$ cat src/rtl/keyed_wdt_pkg.sv
package keyed_wdt_pkg;
  localparam logic [3:0] A_CTRL   = 4'd0;
  localparam logic [3:0] A_STAT   = 4'd1;
  localparam logic [3:0] A_TO_HI  = 4'd2;
  localparam logic [3:0] A_TO_LO  = 4'd3;
  localparam logic [3:0] A_WIN_HI = 4'd4;
  localparam logic [3:0] A_WIN_LO = 4'd5;
  localparam logic [3:0] A_DIV    = 4'd6;
  localparam logic [3:0] A_CNT_HI = 4'd7;
  localparam logic [3:0] A_CNT_LO = 4'd8;
  localparam logic [3:0] A_UNLOCK = 4'd9;
  localparam logic [3:0] A_SVC    = 4'd10;
  localparam logic [3:0] A_RCNT   = 4'd11;

  localparam logic [15:0] KEY_OPEN1 = 16'hC520;
  localparam logic [15:0] KEY_OPEN2 = 16'hD928;
  localparam logic [15:0] KEY_SVC1  = 16'hA602;
  localparam logic [15:0] KEY_SVC2  = 16'hB480;
  localparam logic [15:0] RCNT_CLR  = 16'hFFFF;

  localparam logic [7:0] CTRL_RST = 8'h10;

  typedef struct packed {
    logic ctrlWr;
    logic toHiWr;
    logic toLoWr;
    logic winHiWr;
    logic winLoWr;
    logic divWr;
    logic flagClr;
    logic rcClr;
    logic service;
    logic fault;
  } wdt_strobe_t;
endpackage

$ cat src/rtl/keyed_wdt_ctrl.sv
module keyed_wdt_ctrl
  import keyed_wdt_pkg::*;
#(
  parameter int OPEN_CYCLES = 256
) (
  input  logic        clk,
  input  logic        rstN,
  input  logic        wrEn,
  input  logic [3:0]  addr,
  input  logic [15:0] wrData,
  input  logic        allowUpdate,
  input  logic        windowEn,
  input  logic        early,
  output wdt_strobe_t strb,
  output logic        cfgOpen
);
  localparam int OW = $clog2(OPEN_CYCLES + 1);

  logic [OW-1:0] openCnt;
  logic ctrlDone, permLock, openArmed, svcArmed;
  logic isOpen, isSvc, openGo, svcSecond, svcGood;

  assign isOpen    = wrEn && (addr == A_UNLOCK);
  assign isSvc     = wrEn && (addr == A_SVC);
  assign openGo    = isOpen && openArmed && (wrData == KEY_OPEN2) && !permLock;
  assign svcSecond = isSvc && svcArmed;
  assign svcGood   = svcSecond && (wrData == KEY_SVC2);
  assign cfgOpen   = (openCnt != '0) && !permLock;

  always_comb begin
    strb         = '0;
    strb.ctrlWr  = wrEn && cfgOpen && !ctrlDone && (addr == A_CTRL);
    strb.toHiWr  = wrEn && cfgOpen && (addr == A_TO_HI);
    strb.toLoWr  = wrEn && cfgOpen && (addr == A_TO_LO);
    strb.winHiWr = wrEn && cfgOpen && (addr == A_WIN_HI);
    strb.winLoWr = wrEn && cfgOpen && (addr == A_WIN_LO);
    strb.divWr   = wrEn && cfgOpen && (addr == A_DIV);
    strb.flagClr = wrEn && (addr == A_STAT) && wrData[0];
    strb.rcClr   = wrEn && (addr == A_RCNT) && (wrData == RCNT_CLR);
    strb.service = svcGood && !(windowEn && early);
    strb.fault   = (svcSecond && !svcGood) || (svcGood && windowEn && early);
  end

  always_ff @(posedge clk or negedge rstN) begin
    if (!rstN) begin
      openCnt   <= '0;
      ctrlDone  <= 1'b0;
      permLock  <= 1'b0;
      openArmed <= 1'b0;
      svcArmed  <= 1'b0;
    end else begin
      if (wrEn) begin
        openArmed <= isOpen && (wrData == KEY_OPEN1);
        svcArmed  <= isSvc && (wrData == KEY_SVC1);
      end
      if (openGo) begin
        openCnt  <= OW'(OPEN_CYCLES);
        ctrlDone <= 1'b0;
      end else begin
        if (openCnt != '0) openCnt <= openCnt - OW'(1);
        if (strb.ctrlWr) ctrlDone <= 1'b1;
        if ((openCnt == OW'(1)) && !allowUpdate) permLock <= 1'b1;
      end
    end
  end
endmodule

$ cat src/rtl/keyed_wdt_dp.sv
module keyed_wdt_dp
  import keyed_wdt_pkg::*;
#(
  parameter int          RC_W   = 16,
  parameter logic [31:0] TO_RST = 32'h0000_4000
) (
  input  logic            clk,
  input  logic            rstN,
  input  wdt_strobe_t     strb,
  input  logic [3:0]      addr,
  input  logic [15:0]     wrData,
  output logic [15:0]     rdData,
  output logic            allowUpdate,
  output logic            windowEn,
  output logic            early,
  output logic            rstReq,
  output logic            irq,
  output logic [31:0]     cntVal,
  output logic [31:0]     timeoutVal,
  output logic [7:0]      ctrlVal,
  output logic [RC_W-1:0] rstCntVal
);
  logic [31:0] winVal;
  logic [2:0]  divCode, divCnt;
  logic        intFlag, running, tick, hit, restart;

  assign running     = ctrlVal[0];
  assign windowEn    = ctrlVal[3];
  assign allowUpdate = ctrlVal[4];
  assign tick        = running && (divCnt == divCode);
  assign hit         = running && (cntVal >= timeoutVal);
  assign early       = cntVal < winVal;
  assign restart     = hit || strb.service || strb.fault;
  assign irq         = intFlag && ctrlVal[2];

  always_ff @(posedge clk or negedge rstN) begin
    if (!rstN) begin
      ctrlVal    <= CTRL_RST;
      timeoutVal <= TO_RST;
      winVal     <= '0;
      divCode    <= '0;
      divCnt     <= '0;
      cntVal     <= '0;
      intFlag    <= 1'b0;
      rstReq     <= 1'b0;
      rstCntVal  <= '0;
    end else begin
      if (strb.ctrlWr)  ctrlVal            <= wrData[7:0];
      if (strb.toHiWr)  timeoutVal[31:16]  <= wrData;
      if (strb.toLoWr)  timeoutVal[15:0]   <= wrData;
      if (strb.winHiWr) winVal[31:16]      <= wrData;
      if (strb.winLoWr) winVal[15:0]       <= wrData;
      if (strb.divWr)   divCode            <= wrData[2:0];

      if (!running || tick || restart) divCnt <= '0;
      else                             divCnt <= divCnt + 3'd1;

      if (restart)   cntVal <= '0;
      else if (tick) cntVal <= cntVal + 32'd1;

      rstReq <= hit || strb.fault;

      if (hit && ctrlVal[2]) intFlag <= 1'b1;
      else if (strb.flagClr) intFlag <= 1'b0;

      if (strb.rcClr) rstCntVal <= '0;
      else if ((hit || strb.fault) && (rstCntVal != '1)) rstCntVal <= rstCntVal + 1'b1;
    end
  end

  always_comb begin
    case (addr)
      A_CTRL:   rdData = {8'h00, ctrlVal};
      A_STAT:   rdData = {15'h0000, intFlag};
      A_TO_HI:  rdData = timeoutVal[31:16];
      A_TO_LO:  rdData = timeoutVal[15:0];
      A_WIN_HI: rdData = winVal[31:16];
      A_WIN_LO: rdData = winVal[15:0];
      A_DIV:    rdData = {13'h0000, divCode};
      A_CNT_HI: rdData = cntVal[31:16];
      A_CNT_LO: rdData = cntVal[15:0];
      A_RCNT:   rdData = 16'(rstCntVal);
      default:  rdData = '0;
    endcase
  end
endmodule

$ cat src/rtl/keyed_wdt.sv
module keyed_wdt
  import keyed_wdt_pkg::*;
#(
  parameter int          OPEN_CYCLES = 256,
  parameter int          RC_W        = 16,
  parameter logic [31:0] TO_RST      = 32'h0000_4000
) (
  input  logic        clk,
  input  logic        rstN,
  input  logic        wrEn,
  input  logic [3:0]  addr,
  input  logic [15:0] wrData,
  output logic [15:0] rdData,
  output logic        rstReq,
  output logic        irq
);
  wdt_strobe_t     strb;
  logic            cfgOpen, allowUpdate, windowEn, early;
  logic [31:0]     cntVal, timeoutVal;
  logic [7:0]      ctrlVal;
  logic [RC_W-1:0] rstCntVal;

  keyed_wdt_ctrl #(.OPEN_CYCLES(OPEN_CYCLES)) u_ctrl (
    .clk(clk), .rstN(rstN), .wrEn(wrEn), .addr(addr), .wrData(wrData),
    .allowUpdate(allowUpdate), .windowEn(windowEn), .early(early),
    .strb(strb), .cfgOpen(cfgOpen)
  );

  keyed_wdt_dp #(.RC_W(RC_W), .TO_RST(TO_RST)) u_dp (
    .clk(clk), .rstN(rstN), .strb(strb), .addr(addr), .wrData(wrData),
    .rdData(rdData), .allowUpdate(allowUpdate), .windowEn(windowEn),
    .early(early), .rstReq(rstReq), .irq(irq), .cntVal(cntVal),
    .timeoutVal(timeoutVal), .ctrlVal(ctrlVal), .rstCntVal(rstCntVal)
  );
endmodule

$ cat config.mk
export PLATFORM = sky130hd
export DESIGN_NAME = keyed_wdt
export DESIGN_NICKNAME = d
export VERILOG_FILES = /design/src/rtl/keyed_wdt_pkg.sv /design/src/rtl/keyed_wdt_ctrl.sv /design/src/rtl/keyed_wdt_dp.sv /design/src/rtl/keyed_wdt.sv
export SDC_FILE = /design/constraint.sdc
export NUM_CORES = 1
export LEC_CHECK = 0
export BUFFER_PORTS_ARGS = -buffer_cell sky130_fd_sc_hd__clkbuf_2
export CAP_MARGIN = 20
export CORE_UTILIZATION = 35
export CTS_CLUSTER_SIZE = 16
export DETAILED_ROUTE_END_ITERATION = 16
export MAX_ROUTING_LAYER = met4
export SLEW_MARGIN = 15
export SYNTH_ARGS = -nofsm -noshare
export SYNTH_HDL_FRONTEND = slang
export SYNTH_SLANG_ARGS = --single-unit
$ cat constraint.sdc
create_clock -name clk -period 3.85 [get_ports clk]
set_input_delay 0.77 -clock clk [delete_from_list [all_inputs] [get_ports clk]]
set_output_delay 0.77 -clock clk [all_outputs]
set_load 0.1 [all_outputs]
## Word-level counts from Yosys, hierarchy flattened

Cells that the tools add are included.

| word-level totals | value |
|---|---|
| output and inout bits | 18 |
| input port bits | 23 |
| register bits after elaboration | 141 |

| operators by class | value |
|---|---|
| magnitude comparators | 2 |
| eq/ne operators | 19 |
| reductions and logical operators | 53 |
| bitwise logic cells | 1 |
| $add $sub $neg | 4 |
| muxes and demuxes | 12 |

Operator list:

| operator | number |
|---|---|
| $pmux 16 s10 | 1 |
| $eq 16x16->1 const B | 5 |
| $mux 32 | 2 |
| $logic_and 1x1->1 | 33 |
| $add 32x1->32 const B | 1 |
| $ge 32x32->1 | 1 |
| $lt 32x32->1 | 1 |
| $mux 16 | 2 |
| $mux 9 | 2 |
| $add 16x1->16 const B | 1 |
| $eq 4x3->1 const B | 4 |
| $eq 4x4->1 const B | 4 |
| $ne 16x16->1 const B | 1 |
| $reduce_bool 2->1 | 5 |
| $eq 9x1->1 const B | 1 |
| $reduce_bool 9->1 | 1 |
| $sub 9x1->9 const B | 1 |
| $eq 4x2->1 const B | 2 |
| $logic_not 1->1 | 6 |
| $logic_or 1x1->1 | 6 |
| $eq 4x1->1 const B | 1 |
| $logic_not 4->1 | 1 |
| $mux 1 | 4 |
| $add 3x1->3 const B | 1 |
| 4 further kinds | 4 |

## Depth between registers and ports, before layout

Gate-level depths: netlist (run 1).

| depth | value |
|---|---|
| word-level depth | 11 |
| depth in mapped cells | 13 |
| gate-level depth less buffers | 10 |

## Modules after synthesis

A second synthesis (run 1) with hierarchy kept.

| unflattened totals | value |
|---|---|
| cell total of the unflattened synthesis | 945 |
| area total of the unflattened synthesis | 8,653.3 um2 |

Modules (own cells, without submodules):

| module | area each (um2) | times used | cells an instance |
|---|---|---|---|
| keyed_wdt_dp | 7,732.4 | 1 | 837 |
| keyed_wdt_ctrl | 920.9 | 1 | 108 |

## Worst setup path before layout (run 1)

OpenSTA, ideal clock, no wires.

| timing | value |
|---|---|
| kind | input -> output |
| start point | input port addr[2] |
| end point | output port rdData[6] |
| setup slack | 262 ps |
| stages | 6 |
| arrival time | 2,818 ps |
| buffers on the path | 2 |
| path through | clkbuf_1 > nand2b_1 > nor3_1 > clkbuf_1 > a22oi_1 > nand4_1 |

| between the ends | value |
|---|---|
| word-level cells in the longest chain between the ends | 2 |
| elaborated cells on any way between the ends | 11 |
| classes of those cells | 9 x eq/ne; 1 x mux; 1 x reduce/logical |

RTL lines:

| what | RTL line | text |
|---|---|---|
| start: declaration | keyed_wdt.sv:11 | `input logic [3:0] addr,` |
| $eq 4x4->1, or another cell as far along | keyed_wdt_dp.sv:72 | `case (addr)` |
| $pmux 16 s10 * | keyed_wdt_dp.sv:72 |  |
| end: declaration | keyed_wdt.sv:13 | `output logic [15:0] rdData,` |

Every way passes the cells marked *; elsewhere a longest branch is shown, timed or not.

## Final worst setup path (run 1)

| timing | value |
|---|---|
| start point | input port addr[0] |
| end point | output port rdData[2] |

Same word-level chain as after synthesis.

==> results of run 1 <==
## state kept, by name, summed over array words and instances, names as in the netlist
name and count:
u_dp.cntVal 32, u_dp.timeoutVal 32, u_dp.winVal 32, u_dp.rstCntVal 16, u_ctrl.openCnt 9, u_dp.ctrlVal 8
u_dp.divCnt 3, u_dp.divCode 3, u_ctrl.ctrlDone 1, u_ctrl.openArmed 1, u_ctrl.permLock 1, u_ctrl.svcArmed 1
u_dp.intFlag 1, u_dp.rstReq 1
## layout make-up
| type | count | area share, % |
|---|---|---|
| clock buffers | 18 | 4.410 |
| clock inverters | 14 | 1.420 |
| inverters | 80 | 3.015 |
| multi-input cells | 607 | 45.50 |
| flip-flops and latches | 141 | 35.45 |
| well taps | 319 | 4.008 |
| repair buffers | 61 | 6.193 |
## synthesized netlist by cell type, types with 3 or more instances
| master | number | area, um2 |
|---|---|---|
| sky130_fd_sc_hd__nand2b_1 | 4 | 25.02 |
| sky130_fd_sc_hd__nor2_1 | 75 | 281.5 |
| sky130_fd_sc_hd__ha_1 | 68 | 850.8 |
| sky130_fd_sc_hd__nand3_1 | 32 | 160.2 |
| sky130_fd_sc_hd__buf_2 | 6 | 30.03 |
| sky130_fd_sc_hd__or4_1 | 12 | 90.09 |
| sky130_fd_sc_hd__or2_2 | 4 | 25.02 |
| sky130_fd_sc_hd__o21ai_0 | 11 | 55.05 |
| sky130_fd_sc_hd__clkbuf_1 | 21 | 78.83 |
| sky130_fd_sc_hd__a21o_1 | 4 | 30.03 |
| sky130_fd_sc_hd__nand2_1 | 58 | 217.7 |
| sky130_fd_sc_hd__a222oi_1 | 10 | 100.1 |
| sky130_fd_sc_hd__and3_1 | 12 | 75.07 |
| sky130_fd_sc_hd__xnor2_1 | 20 | 175.2 |
| sky130_fd_sc_hd__a211oi_1 | 4 | 30.03 |
| sky130_fd_sc_hd__nor4_1 | 4 | 25.02 |
| sky130_fd_sc_hd__or4_4 | 3 | 33.78 |
| sky130_fd_sc_hd__or3_1 | 10 | 62.56 |
| sky130_fd_sc_hd__inv_1 | 80 | 300.3 |
| sky130_fd_sc_hd__o31ai_1 | 11 | 82.58 |
| sky130_fd_sc_hd__and4_1 | 6 | 52.55 |
| sky130_fd_sc_hd__xor2_1 | 20 | 175.2 |
| sky130_fd_sc_hd__nor2b_1 | 6 | 37.54 |
| sky130_fd_sc_hd__nand4_1 | 26 | 162.7 |
| sky130_fd_sc_hd__a21oi_1 | 40 | 200.2 |
| sky130_fd_sc_hd__a22oi_1 | 44 | 330.3 |
| sky130_fd_sc_hd__mux2_2 | 76 | 855.8 |
| sky130_fd_sc_hd__dfrtp_1 | 139 | 3478 |
| sky130_fd_sc_hd__o21ai_1 | 4 | 20.02 |
| sky130_fd_sc_hd__nor3_1 | 9 | 45.04 |
## metrics by stage
stage | setup WS, ns | hold WS (ns) | power, mW | instance area [um2]
after floorplan | 0.2622 | 0.4507 | 1.568 | 8521
after global placement | 0.6216 | 0.4773 | 1.671 | 9379
after detailed placement | 0.6508 | 0.4899 | 1.671 | 9379
after CTS | 0.6529 | 0.3782 | 3.310 | 9960
after global routing | 0.3661 | 0.4021 | 3.389 | 9960
final | 0.6308 | 0.3520 | 3.299 | 9960
## per-layer routing
metal  global-route usage (%)  vias up  routed length [um]
li1                         -     3213                   -
met1                    30.04     3467               11570
met2                    34.15      277               11710
met3                    5.311       33                1794
met4                    5.998        0                 453
met5                        -        -                   0
## cell usage in the layout, fill, tap and decap left out, types with 4 or more instances in the layout
cell | netlist | final
sky130_fd_sc_hd__buf_4 | 1 | 20
sky130_fd_sc_hd__ha_1 | 68 | 68
sky130_fd_sc_hd__a22oi_1 | 44 | 44
sky130_fd_sc_hd__nor4_1 | 4 | 4
sky130_fd_sc_hd__clkbuf_16 | 0 | 17
sky130_fd_sc_hd__xnor2_1 | 20 | 20
sky130_fd_sc_hd__o21ai_0 | 11 | 11
sky130_fd_sc_hd__nor2_1 | 75 | 75
sky130_fd_sc_hd__buf_12 | 0 | 17
sky130_fd_sc_hd__a211oi_1 | 4 | 4
sky130_fd_sc_hd__clkinv_2 | 0 | 5
sky130_fd_sc_hd__clkinvlp_4 | 0 | 4
sky130_fd_sc_hd__a21oi_1 | 40 | 40
sky130_fd_sc_hd__and4_1 | 6 | 6
sky130_fd_sc_hd__nor2b_1 | 6 | 6
sky130_fd_sc_hd__or4_1 | 12 | 12
sky130_fd_sc_hd__and3_1 | 12 | 12
sky130_fd_sc_hd__nand4_1 | 26 | 26
sky130_fd_sc_hd__dfrtp_1 | 139 | 139
sky130_fd_sc_hd__o31ai_1 | 11 | 11
sky130_fd_sc_hd__a21o_1 | 4 | 4
sky130_fd_sc_hd__mux2_2 | 76 | 76
sky130_fd_sc_hd__inv_1 | 80 | 80
sky130_fd_sc_hd__nand2_1 | 58 | 58
sky130_fd_sc_hd__nor3_2 | 1 | 5
sky130_fd_sc_hd__nand2b_1 | 4 | 4
sky130_fd_sc_hd__o21ai_1 | 4 | 4
sky130_fd_sc_hd__or2_2 | 4 | 4
sky130_fd_sc_hd__nor3_1 | 9 | 5
sky130_fd_sc_hd__clkbuf_2 | 1 | 23
sky130_fd_sc_hd__xor2_1 | 20 | 20
sky130_fd_sc_hd__a222oi_1 | 10 | 10
sky130_fd_sc_hd__or3_1 | 10 | 10
sky130_fd_sc_hd__nand3_1 | 32 | 32
## worst max path at each step
| stage | startpoint | end | cells after the start |
|---|---|---|---|
| final | addr[0] | rdData[2] | 8 |
| after detailed placement | wrData[5] | u_dp.rstCntVal[12] | 10 |
| after CTS | addr[0] | rdData[2] | 8 |
| after global routing | u_dp.cntVal[5] | u_dp.rstCntVal[14] | 10 |
| after global placement | wrData[5] | u_dp.rstCntVal[14] | 10 |
| after floorplan | addr[2] | rdData[6] | 6 |
## report_power, final
group | total, mW | switching (mW) | internal, mW
clock network | 1.66 | 0.688 | 0.968
registers | 1.48 | 0.0000148 | 1.48
logic | 0.161 | 0.122 | 0.0393
total | 3.30 | 0.810 | 2.49
## cells by family after synthesis
group	count (synthesis)
xor gates and xnor gates	40
adders and majority gates	68
muxes	77
AOI/OAI and AO/OA	152
buffers and inverters	114
DFF	141
and+or+nand+nor	270
## critical path, stage by stage
cell and delay, ns:
sky130_fd_sc_hd__clkbuf_2 0.15, sky130_fd_sc_hd__nor2b_1 0.21, sky130_fd_sc_hd__nor2b_1 0.14, sky130_fd_sc_hd__buf_4 0.22, sky130_fd_sc_hd__a222oi_1 0.30, sky130_fd_sc_hd__nand3_1 0.12
sky130_fd_sc_hd__a221o_1 0.34, sky130_fd_sc_hd__buf_12 0.19
==> metrics.md, run 1 <==
| Metric | Value |
|---|---|
| Result of the run | `complete, no violations` |
| Wire length of the first global-routing pass | `40370 um` |
| Number of warnings reported in the yosys synthesis log | `0` |
| Maximum buffer depth of the clock tree | `2` |
| Number of buffers added to fix hold violations after cts | `0` |
| Multi-input combinational cell area | `4532 um2` |
| Insertion delay of the later-clocked pin in the worst-skew pair | `0.44 ns` |
| Flip-flop and latch count after synthesis | `141` |
| Initial standard-cell utilization of the core | `35.98%` |
| DRC viols | `0` |
| Count of input and output buffers | `40` |
| Final Net Count | `999` |
| Async set-reset flop share out of synthesis | `100.0%` |
| Dominant combinational cell family by area after synthesis | `simple AND/OR/NAND/NOR gates` |
| Count of antenna-violating nets left after detailed routing | `0` |
| Via density per instance | `5.637` |
| Number of buffers created by CTS | `17` |
| Final clock skew | `0.009031 ns` |
| VDD IR max | `0.2933 mV` |
| Fin crit period | `3.219 ns` |
| Clock tree from TritonCTS | `done` |
| Via count of the first global-routing pass | `6789` |
| Max H-tree Level | `4` |
| Cell count of the worst reg-to-reg path | `10` |
| Die Height | `158.0 um` |
| Dominant register cell in the synthesized netlist | `sky130_fd_sc_hd__dfrtp_1` |
| DIE WIDTH | `158.0 um` |
| Type of element capturing the critical path | `output port` |
| Initial DRC Count | `615` |
| Worst r2r src | `u_dp.cntVal[5]` |
| Overall Global Routing Usage | `22.52%` |
| Number of cells after detailed placement | `1208` |
| Syn Inst Count | `862` |
| FF-to-FF End | `u_dp.rstCntVal[14]` |
| Synth cell types | `64` |
| Slew at the pin closest to its max-slew limit | `1.018 ns` |
| Simple-gate share of the synthesized area | `16.20%` |
| First-pass iteration count of the detailed router | `7` |
| Clock-pin slew reported for the worst setup and hold paths after clock tree synthesis | `0.06 ns` |
| Worst-case headroom to the max-slew limit | `31.98%` |
| Number of diodes | `0` |
| Area of the core region | `23680 um2` |
| Filler Cells Inserted | `2369` |
| Setup Buffers After CTS | `0` |
| Ratio of cells with drive above 1 in the final layout | `20.52%` |
| Post-synthesis share of cell area spent on xor and xnor gates | `4.112%` |
| Post-synth net total | `953` |
| Root Driver | `sky130_fd_sc_hd__clkbuf_16` |
| Maximum clock frequency | `310.6 MHz` |
| Seq/Total Area, Yosys | `41.44%` |
| Startpoint-to-endpoint class of the critical path | `in -> out` |
| Worst setup slack for register-to-register paths | `0.66 ns` |
| Share of the clock period used by the worst path | `83.62%` |
| Pin count of the biggest net entering global routing | `69` |
| WL final | `25530 um` |
| Final hold viol count | `0` |
| Data arrival time of the worst path | `2.45 ns` |
| P per Cell Area | `331.2 nW/um2` |
| Number of enable flip-flop cells after synthesis | `0` |
| Final setup violation count | `0` |
| Gpl congestion | `0.9107` |
| Max Fanout on Critical Path | `17` |
| Row count | `56` |
| Number of max-cap violations | `0` |
| Standby leakage power | `4.480 nW` |
| Number of gates given a new drive strength after cts | `0` |
| Worst hold path type | `in -> async` |
| Final design utilization | `42.05%` |
| DIE AREA | `24970 um2` |
| Global route overflow | `0` |
| Final slew viol count | `0` |
| Proportion of synthesized area in mux cells | `10.16%` |
| # IOs | `41` |
| Adder and majority gate portion of the synthesized area | `9.985%` |
| Detail-routed net length per standard cell | `20.59 um` |
| Setup TNS | `0 ns` |
| Worst setup SP type | `primary input` |
| Avg Synthesized Cell Area | `9.885 um2` |
| CP Data Required Time | `3.08 ns` |
| Synthesized area | `8521 um2` |
| Number of antenna violations at the first check in global routing | `0` |
| Setup repair after global routing missed its margin | `no` |
| Clock Sinks | `141` |
| P&R area growth vs syn | `16.89%` |
| Sequential cell area in the final layout | `3531 um2` |
| DP HPWL | `18350 um` |
| Share of the synthesized area in compound gates (AO/OA/AOI/OAI) | `12.50%` |
| Total number of vias | `6990` |
| Fin cells | `1240` |
Power figures use the tool's default switching activity.
==> run 2, diff against run 1 <==
==> constraint.sdc (replaced) <==
create_clock -name clk -period 2.7 [get_ports clk]
set_input_delay 0.54 -clock clk [delete_from_list [all_inputs] [get_ports clk]]
set_output_delay 0.54 -clock clk [all_outputs]
set_load 0.1 [all_outputs]
==> run 2 against run 1 <==
Highest routed layer unchanged. Register-to-register slack got worse by 0.68 ns. The flow now finishes with violations (setup timing). Clock power rose by 45%. Total power rose by 46%. Via count rose by 7.5%.
==> metrics.md, run 2 (synthesis results as in run 1) <==
| Metric | Value |
|---|---|
| Wire length of the first global-routing pass | `43150 um (was 40370 um)` |
| Critical-path top delay cell | `sky130_fd_sc_hd__a2111o_1 (was sky130_fd_sc_hd__a221o_1)` |
| Grt met2 use | `37.09% (was 34.15%)` |
| Initial DRC Count | `692 (was 615)` |
| Cell area after placement | `10380 um2 (was 9379 um2)` |
| Number of buffers created by CTS | `17 (unchanged)` |
| Max H-tree Level | `4 (unchanged)` |
| Initial standard-cell utilization of the core | `35.98% (unchanged)` |
| P per Cell Area | `426.0 nW/um2 (was 331.2 nW/um2)` |
| Clock-pin slew reported for the worst setup and hold paths after clock tree synthesis | `0.07 ns (was 0.06 ns)` |
| Pin count of the biggest net entering global routing | `55 (was 69)` |
| Global route overflow | `0 (unchanged)` |
| Most frequent standard cell in the layout excluding fill and tap cells | `sky130_fd_sc_hd__dfrtp_1 (unchanged)` |
| Total number of vias | `7515 (was 6990)` |
| Insertion delay of the later-clocked pin in the worst-skew pair | `0.44 ns (about the same)` |
| Critical Path Sink | `u_dp.rstCntVal[14] (was rdData[2])` |
| Leading registers by flop count | `u_dp.cntVal (32), u_dp.timeoutVal (32), u_dp.winVal (32) (unchanged)` |
| Standby leakage power | `5.223 nW (was 4.480 nW)` |
| VDD IR max | `0.3081 mV (was 0.2933 mV)` |
| Number of antenna violations at the first check in global routing | `1 (was 0)` |
| Die Height | `158.0 um (unchanged)` |
| Type of element capturing the critical path | `register (was output port)` |
| Delay of the slowest cell on the worst path | `0.49 ns (was 0.34 ns)` |
| Via count of the first global-routing pass | `7389 (was 6789)` |
| Startpoint-to-endpoint class of the critical path | `reg -> reg (was in -> out)` |
| Count of antenna-violating nets left after detailed routing | `0 (unchanged)` |
| Root Driver | `sky130_fd_sc_hd__clkbuf_16 (unchanged)` |
| Final cell area excluding filler cells | `11280 um2 (was 9960 um2)` |
| Global-route track usage on met1 | `33.28% (was 30.04%)` |
| Final setup violation count | `1 (was 0)` |
| DP HPWL | `21010 um (was 18350 um)` |
| Via density per instance | `5.575 (was 5.637)` |
| CP Data Required Time | `3.03 ns (was 3.08 ns)` |
| Maximum clock frequency | `368.2 MHz` |
| Overall Global Routing Usage | `24.35% (was 22.52%)` |
| DIE WIDTH | `158.0 um (unchanged)` |
| Ratio of cells with drive above 1 in the final layout | `34.40% (was 20.52%)` |
| # IOs | `41 (unchanged)` |
| P&R area growth vs syn | `32.41% (was 16.89%)` |
| Worst setup margin | `-0.01568 ns (was 0.6308 ns)` |
| Maximum buffer depth of the clock tree | `2 (unchanged)` |
| Area of the core region | `23680 um2 (unchanged)` |
| Commonest non-fill, non-tap cells in the layout | `136 x sky130_fd_sc_hd__dfrtp_1, 114 x sky130_fd_sc_hd__buf_4, 77 x sky130_fd_sc_hd__inv_1, 76 x sky130_fd_sc_hd__mux2_2, 72 x sky130_fd_sc_hd__nor2_1 (was 139 x sky130_fd_sc_hd__dfrtp_1, 80 x sky130_fd_sc_hd__inv_1, 76 x sky130_fd_sc_hd__mux2_2, 75 x sky130_fd_sc_hd__nor2_1, 68 x sky130_fd_sc_hd__ha_1)` |
| Detail-routed net length per standard cell | `20.90 um (was 20.59 um)` |
| Number of max-cap violations | `0 (unchanged)` |
| Worst-case headroom to the max-slew limit | `33.88% (was 31.98%)` |
| DRC viols | `0 (unchanged)` |
| Number of diodes | `0 (unchanged)` |
| Row count | `56 (unchanged)` |
| Cell count of the worst reg-to-reg path | `9 (was 10)` |
| Worst setup SP type | `register (was primary input)` |
| Final design utilization | `47.64% (was 42.05%)` |
| Filler Cells Inserted | `2275 (was 2369)` |
| Worst r2r src | `u_dp.cntVal[1] (was u_dp.cntVal[5])` |
| Data arrival time of the worst path | `3.04 ns (was 2.45 ns)` |
| Gpl congestion | `0.9791 (was 0.9107)` |
| FF-to-FF End | `u_dp.rstCntVal[14] (unchanged)` |
| Worst setup path start | `u_dp.cntVal[1] (was addr[0])` |
| Number of logic stages on the critical path including buffering | `9 (was 8)` |
| WL final | `28180 um (was 25530 um)` |
| Setup repair after global routing missed its margin | `yes (was no)` |
| Count of input and output buffers | `40 (unchanged)` |
| Count of buffering cells on the critical path with inverters included | `1 (was 3)` |
| Clock Sinks | `141 (unchanged)` |
| Final hold viol count | `0 (unchanged)` |
| Violated checks | `setup timing` |
| Worst setup slack for register-to-register paths | `-0.02 ns (was 0.66 ns)` |
| Final clock skew | `0.01369 ns (was 0.009031 ns)` |
| Worst hold path type | `in -> async (unchanged)` |
| DIE AREA | `24970 um2 (unchanged)` |
| Fin crit period | `2.716 ns` |
| Slew at the pin closest to its max-slew limit | `0.9882 ns (was 1.018 ns)` |
| CP delay by family, top | `compound AO/OA/AOI/OAI gates (unchanged)` |
| Clock tree from TritonCTS | `done (unchanged)` |
| Final slew viol count | `0 (unchanged)` |
| First-pass iteration count of the detailed router | `8 (was 7)` |
| Global routing usage on met3 | `3.586% (was 5.311%)` |
| Max Fanout on Critical Path | `5 (was 17)` |
| Routing layer with the top usage in global route | `met2 (unchanged)` |
| Final Net Count | `1107 (was 999)` |
| Crit path cell chain | `ha_1, o211ai_1, a2111o_1, a21oi_4, o41ai_4, and3_4, buf_12, or4_1, and3_1 (was clkbuf_2, nor2b_1, nor2b_1, buf_4, a222oi_1, nand3_1, a221o_1, buf_12)` |
| Share of the clock period used by the worst path | `100.6%` |
| Result of the run | `finished with violations (was complete, no violations)` |
## run 2: changes by cell type in the layout (fill, tap and decap cells not counted), sizes merged
cell and delta:
clkinv +1, clkinvlp -2, inv +2, buf +107
## run 2: metrics by stage
stage	instances	hold WS (ns)	power, mW	TNS, ns	setup slack (ns)
after floorplan	862	0.2444	2.262	-0.3678	-0.1134
after global placement	1309	0.4751	2.449	-2.857	-0.1865
after detailed placement	1309	0.4774	2.449	-2.261	-0.1819
after CTS	1343	0.09426	4.827	-0.05247	-0.01925
after global routing	1348	0.1193	4.934	-0.4253	-0.08785
final	1348	0.08010	4.807	-0.01568	-0.01568
## run 2: area by class of cell
| class | instances | area, um2 | area share (%) |
|---|---|---|---|
| repair buffers | 169 | 1603 | 14.21 |
| inverters | 80 | 300.3 | 2.662 |
| well taps | 319 | 399.1 | 3.538 |
| clock buffers | 17 | 425.4 | 3.771 |
| clock inverters | 15 | 160.2 | 1.420 |
| flip-flops and latches | 141 | 3535 | 31.33 |
| multi-input cells | 607 | 4860 | 43.07 |
## run 2: worst reg2reg max path, delay by kind of cell (launching register included)
kind	cells	cell delay, ns
buffers and inverters	1	0.15
AO/OA/AOI/OAI	4	0.88
flip-flops	1	0.42
adder cells (fa/ha/maj)	1	0.29
AND/OR/NAND/NOR	3	0.87
## run 2: worst min-delay path by stage
stage / to / depth (start not counted)
finish: u_dp.timeoutVal[22] / 1
global route: u_dp.timeoutVal[22] / 1
CTS: u_dp.timeoutVal[21] / 1
detailed placement: u_dp.divCnt[0] / 1
global placement: u_dp.divCnt[0] / 1
floorplan: u_ctrl.ctrlDone / 0
## run 2: power breakdown
part | leakage (nW) | total, mW | switching (mW) | internal (mW)
Clock | 0.284 | 2.40 | 1.03 | 1.37
Sequential | 1.86 | 2.11 | 0.0000188 | 2.11
Combinational | 3.08 | 0.298 | 0.202 | 0.0963
## run 2: repair_timing
item / CTS / global route
endpoints found under the setup margin: 22 / 45
resized for setup: 18 / 36
hold buffers: 0 / 0
pin swaps: 8 / 21
setup buffers: 1 / 5
gates cloned: 1 / 2
## run 2: layer usage
| layer | up-vias | part of all wire, % |
|---|---|---|
| li1 | 3433 | - |
| met1 | 3763 | 46 |
| met2 | 284 | 47 |
| met3 | 35 | 6.0 |
| met4 | 0 | 1.7 |
| met5 | - | 0 |
==> run 3, diff against run 2 <==
--- a/config.mk
+++ b/config.mk
@@ -11,6 +11,7 @@
 export CTS_CLUSTER_SIZE = 16
 export DETAILED_ROUTE_END_ITERATION = 16
 export MAX_ROUTING_LAYER = met4
+export SKIP_CTS_REPAIR_TIMING = 1
 export SLEW_MARGIN = 15
 export SYNTH_ARGS = -nofsm -noshare
 export SYNTH_HDL_FRONTEND = slang
==> run 3 against run 2 <==
The run still ends with setup timing left. Clock skew fell by 0.0043 ns. Total power fell by 0.25%. Sequential power barely moved. Largest cell class unchanged. Largest power group unchanged.
==> metrics.md, run 3 (synthesis results as in run 1) <==
| Metric | Value |
|---|---|
| Result of the run | `finished with violations (unchanged)` |
| Violated checks | `setup timing (unchanged)` |
| Ratio of cells with drive above 1 in the final layout | `33.46% (was 34.40%)` |
| Pin count of the biggest net entering global routing | `55 (unchanged)` |
| P per Cell Area | `426.7 nW/um2 (was 426.0 nW/um2)` |
| Maximum buffer depth of the clock tree | `2 (unchanged)` |
| Slew at the pin closest to its max-slew limit | `1.008 ns (was 0.9882 ns)` |
| Total number of vias | `7478 (was 7515)` |
| Final slew viol count | `0 (unchanged)` |
| Crit path cell chain | `buf_4, ha_1, nand2_1, a2111o_1, a21oi_2, o41ai_4, and3_4, buf_12, or4_1, and3_1 (was ha_1, o211ai_1, a2111o_1, a21oi_4, o41ai_4, and3_4, buf_12, or4_1, and3_1)` |
| Detail-routed net length per standard cell | `20.86 um (was 20.90 um)` |
| Wire length of the first global-routing pass | `42950 um (was 43150 um)` |
| DP HPWL | `21010 um (unchanged)` |
| Filler Cells Inserted | `2279 (was 2275)` |
| Root Driver | `sky130_fd_sc_hd__clkbuf_16 (unchanged)` |
| Fin crit period | `2.765 ns (was 2.716 ns)` |
| VDD IR max | `0.3043 mV (was 0.3081 mV)` |
| Number of buffers created by CTS | `17 (unchanged)` |
| Gpl congestion | `0.9791 (unchanged)` |
| Clock tree from TritonCTS | `done (unchanged)` |
| Global route overflow | `0 (unchanged)` |
| Critical-path top delay cell | `sky130_fd_sc_hd__or4_1 (was sky130_fd_sc_hd__a2111o_1)` |
| Clock-pin slew reported for the worst setup and hold paths after clock tree synthesis | `0.07 ns (about the same)` |
| Area of the core region | `23680 um2 (unchanged)` |
| Max H-tree Level | `4 (unchanged)` |
| Count of input and output buffers | `40 (unchanged)` |
| Max Fanout on Critical Path | `5 (unchanged)` |
| DRC viols | `0 (unchanged)` |
| Share of the clock period used by the worst path | `102.4% (was 100.6%)` |
| First-pass iteration count of the detailed router | `8 (unchanged)` |
| CP Data Required Time | `3.02 ns (was 3.03 ns)` |
| Insertion delay of the later-clocked pin in the worst-skew pair | `0.43 ns (was 0.44 ns)` |
| Final clock skew | `0.009433 ns (was 0.01369 ns)` |
| CP delay by family, top | `simple AND/OR/NAND/NOR gates (was compound AO/OA/AOI/OAI gates)` |
| Worst setup margin | `-0.06501 ns (was -0.01568 ns)` |
| Data arrival time of the worst path | `3.09 ns (was 3.04 ns)` |
| Die Height | `158.0 um (unchanged)` |
| Clock Sinks | `141 (unchanged)` |
| Number of max-cap violations | `0 (unchanged)` |
| Maximum clock frequency | `361.7 MHz (was 368.2 MHz)` |
| NetSw | `1.215 mW (was 1.227 mW)` |
| Worst setup SP type | `register (unchanged)` |
| Commonest non-fill, non-tap cells in the layout | `138 x sky130_fd_sc_hd__dfrtp_1, 110 x sky130_fd_sc_hd__buf_4, 79 x sky130_fd_sc_hd__inv_1, 76 x sky130_fd_sc_hd__mux2_2, 73 x sky130_fd_sc_hd__nor2_1 (was 136 x sky130_fd_sc_hd__dfrtp_1, 114 x sky130_fd_sc_hd__buf_4, 77 x sky130_fd_sc_hd__inv_1, 76 x sky130_fd_sc_hd__mux2_2, 72 x sky130_fd_sc_hd__nor2_1)` |
| Final Net Count | `1103 (was 1107)` |
| Number of diodes | `0 (unchanged)` |
| P&R area growth vs syn | `31.87% (was 32.41%)` |
| WL final | `28030 um (was 28180 um)` |
| DIE WIDTH | `158.0 um (unchanged)` |
| Number of antenna violations at the first check in global routing | `1 (unchanged)` |
| # IOs | `41 (unchanged)` |
| Row count | `56 (unchanged)` |
| Via density per instance | `5.564 (was 5.575)` |
| Via count of the first global-routing pass | `7354 (was 7389)` |
| Type of element capturing the critical path | `register (unchanged)` |
| Standby leakage power | `5.211 nW (was 5.223 nW)` |
| Placement-stage worst setup slack | `-0.1819 ns (unchanged)` |
| Delay of the slowest cell on the worst path | `0.46 ns (was 0.49 ns)` |
| Final setup violation count | `7 (was 1)` |
| Worst hold path type | `in -> async (unchanged)` |
| Setup repair after global routing missed its margin | `yes (unchanged)` |
| DIE AREA | `24970 um2 (unchanged)` |
| Initial DRC Count | `680 (was 692)` |
| Relative contribution of combinational cells to total power | `6.2% (about the same)` |
| Final design utilization | `47.44% (was 47.64%)` |
| Startpoint-to-endpoint class of the critical path | `reg -> reg (unchanged)` |
| Final hold viol count | `0 (unchanged)` |
| Clock network fraction of design power | `49.7% (was 49.9%)` |
| Leading registers by flop count | `u_dp.cntVal (32), u_dp.timeoutVal (32), u_dp.winVal (32) (unchanged)` |
| Sequential power share | `44.1% (was 43.9%)` |
| Most frequent standard cell in the layout excluding fill and tap cells | `sky130_fd_sc_hd__dfrtp_1 (unchanged)` |
| Switching share of power | `25.34% (was 25.53%)` |
| Worst-case headroom to the max-slew limit | `32.54% (was 33.88%)` |
| Count of buffering cells on the critical path with inverters included | `2 (was 1)` |
| Initial standard-cell utilization of the core | `35.98% (unchanged)` |
| Overall Global Routing Usage | `24.22% (was 24.35%)` |
| Count of antenna-violating nets left after detailed routing | `0 (unchanged)` |
| Internal power of the cells | `3.580 mW (was 3.579 mW)` |
-- run 3: changes by cell type in the layout (fill, tap and decap cells not counted), sizes merged --
cell    before  now
buf        145  139
clkbuf      41   43
-- run 3: metrics by stage --
step	std cells	cell area [um2]	TNS (ns)	hold slack [ns]	total power, mW
floorplan	862	8753	-0.3678	0.2444	2.262
global placement	1309	10380	-2.857	0.4751	2.449
detailed placement	1309	10380	-2.261	0.4774	2.449
CTS	1341	10970	-2.230	0.09426	4.827
global route	1344	11240	-1.255	0.1192	4.933
finish	1344	11240	-0.2037	0.08723	4.794
-- run 3: layout make-up --
| type | instances | area, um2 | area share (%) |
|---|---|---|---|
| Clock buffer | 17 | 425.4 | 3.786 |
| Clock inverter | 15 | 160.2 | 1.425 |
| Inverter | 80 | 300.3 | 2.673 |
| Multi-Input combinational cell | 607 | 4848 | 43.15 |
| Sequential cell | 141 | 3532 | 31.44 |
| Tap cell | 319 | 399.1 | 3.552 |
| Timing Repair Buffer | 165 | 1570 | 13.98 |
-- run 3: routing by layer --
metal | share of wire, % | GRT usage (%) | wire length, um | vias up
li1 | - | - | - | 3433
met1 | 46 | 33.06 | 12920 | 3736
met2 | 46 | 36.63 | 12780 | 264
met3 | 5.8 | 3.915 | 1631 | 45
met4 | 2.5 | 7.738 | 698 | 0
met5 | 0 | - | 0 | -
-- run 3: path summary, 6_finish.rpt --
path,from,end,slack [ns],depth (start not counted)
worst max-delay path,u_dp.cntVal[7],u_dp.rstCntVal[14],-0.07,10
worst min-delay path,rstN,u_dp.timeoutVal[22],0.09,1
max in group asynchronous,rstN,u_dp.ctrlVal[4],1.84,2
min in group clk,u_dp.divCnt[0],u_dp.divCnt[0],0.48,1
worst min register to register,u_dp.divCnt[0],u_dp.divCnt[0],0.48,1
worst max register to register,u_dp.cntVal[7],u_dp.rstCntVal[14],-0.07,10
-- run 3: power groups by stage --
stage	clock [mW]	sequential, mW	combinational (mW)
finish	2.38	2.11	0.298
global route	2.51	2.11	0.316
CTS	2.42	2.11	0.298
detailed placement	0	2.15	0.298
global placement	0	2.15	0.298
floorplan	0	2.15	0.109
-- run 3: worst register-to-register path, cell delays in order (launching register included) --
cell	delay [ns]
sky130_fd_sc_hd__dfrtp_1	0.41
sky130_fd_sc_hd__buf_4	0.17
sky130_fd_sc_hd__ha_1	0.30
sky130_fd_sc_hd__nand2_1	0.09
sky130_fd_sc_hd__a2111o_1	0.34
sky130_fd_sc_hd__a21oi_2	0.24
sky130_fd_sc_hd__o41ai_4	0.12
sky130_fd_sc_hd__and3_4	0.21
sky130_fd_sc_hd__buf_12	0.14
sky130_fd_sc_hd__or4_1	0.46
sky130_fd_sc_hd__and3_1	0.17
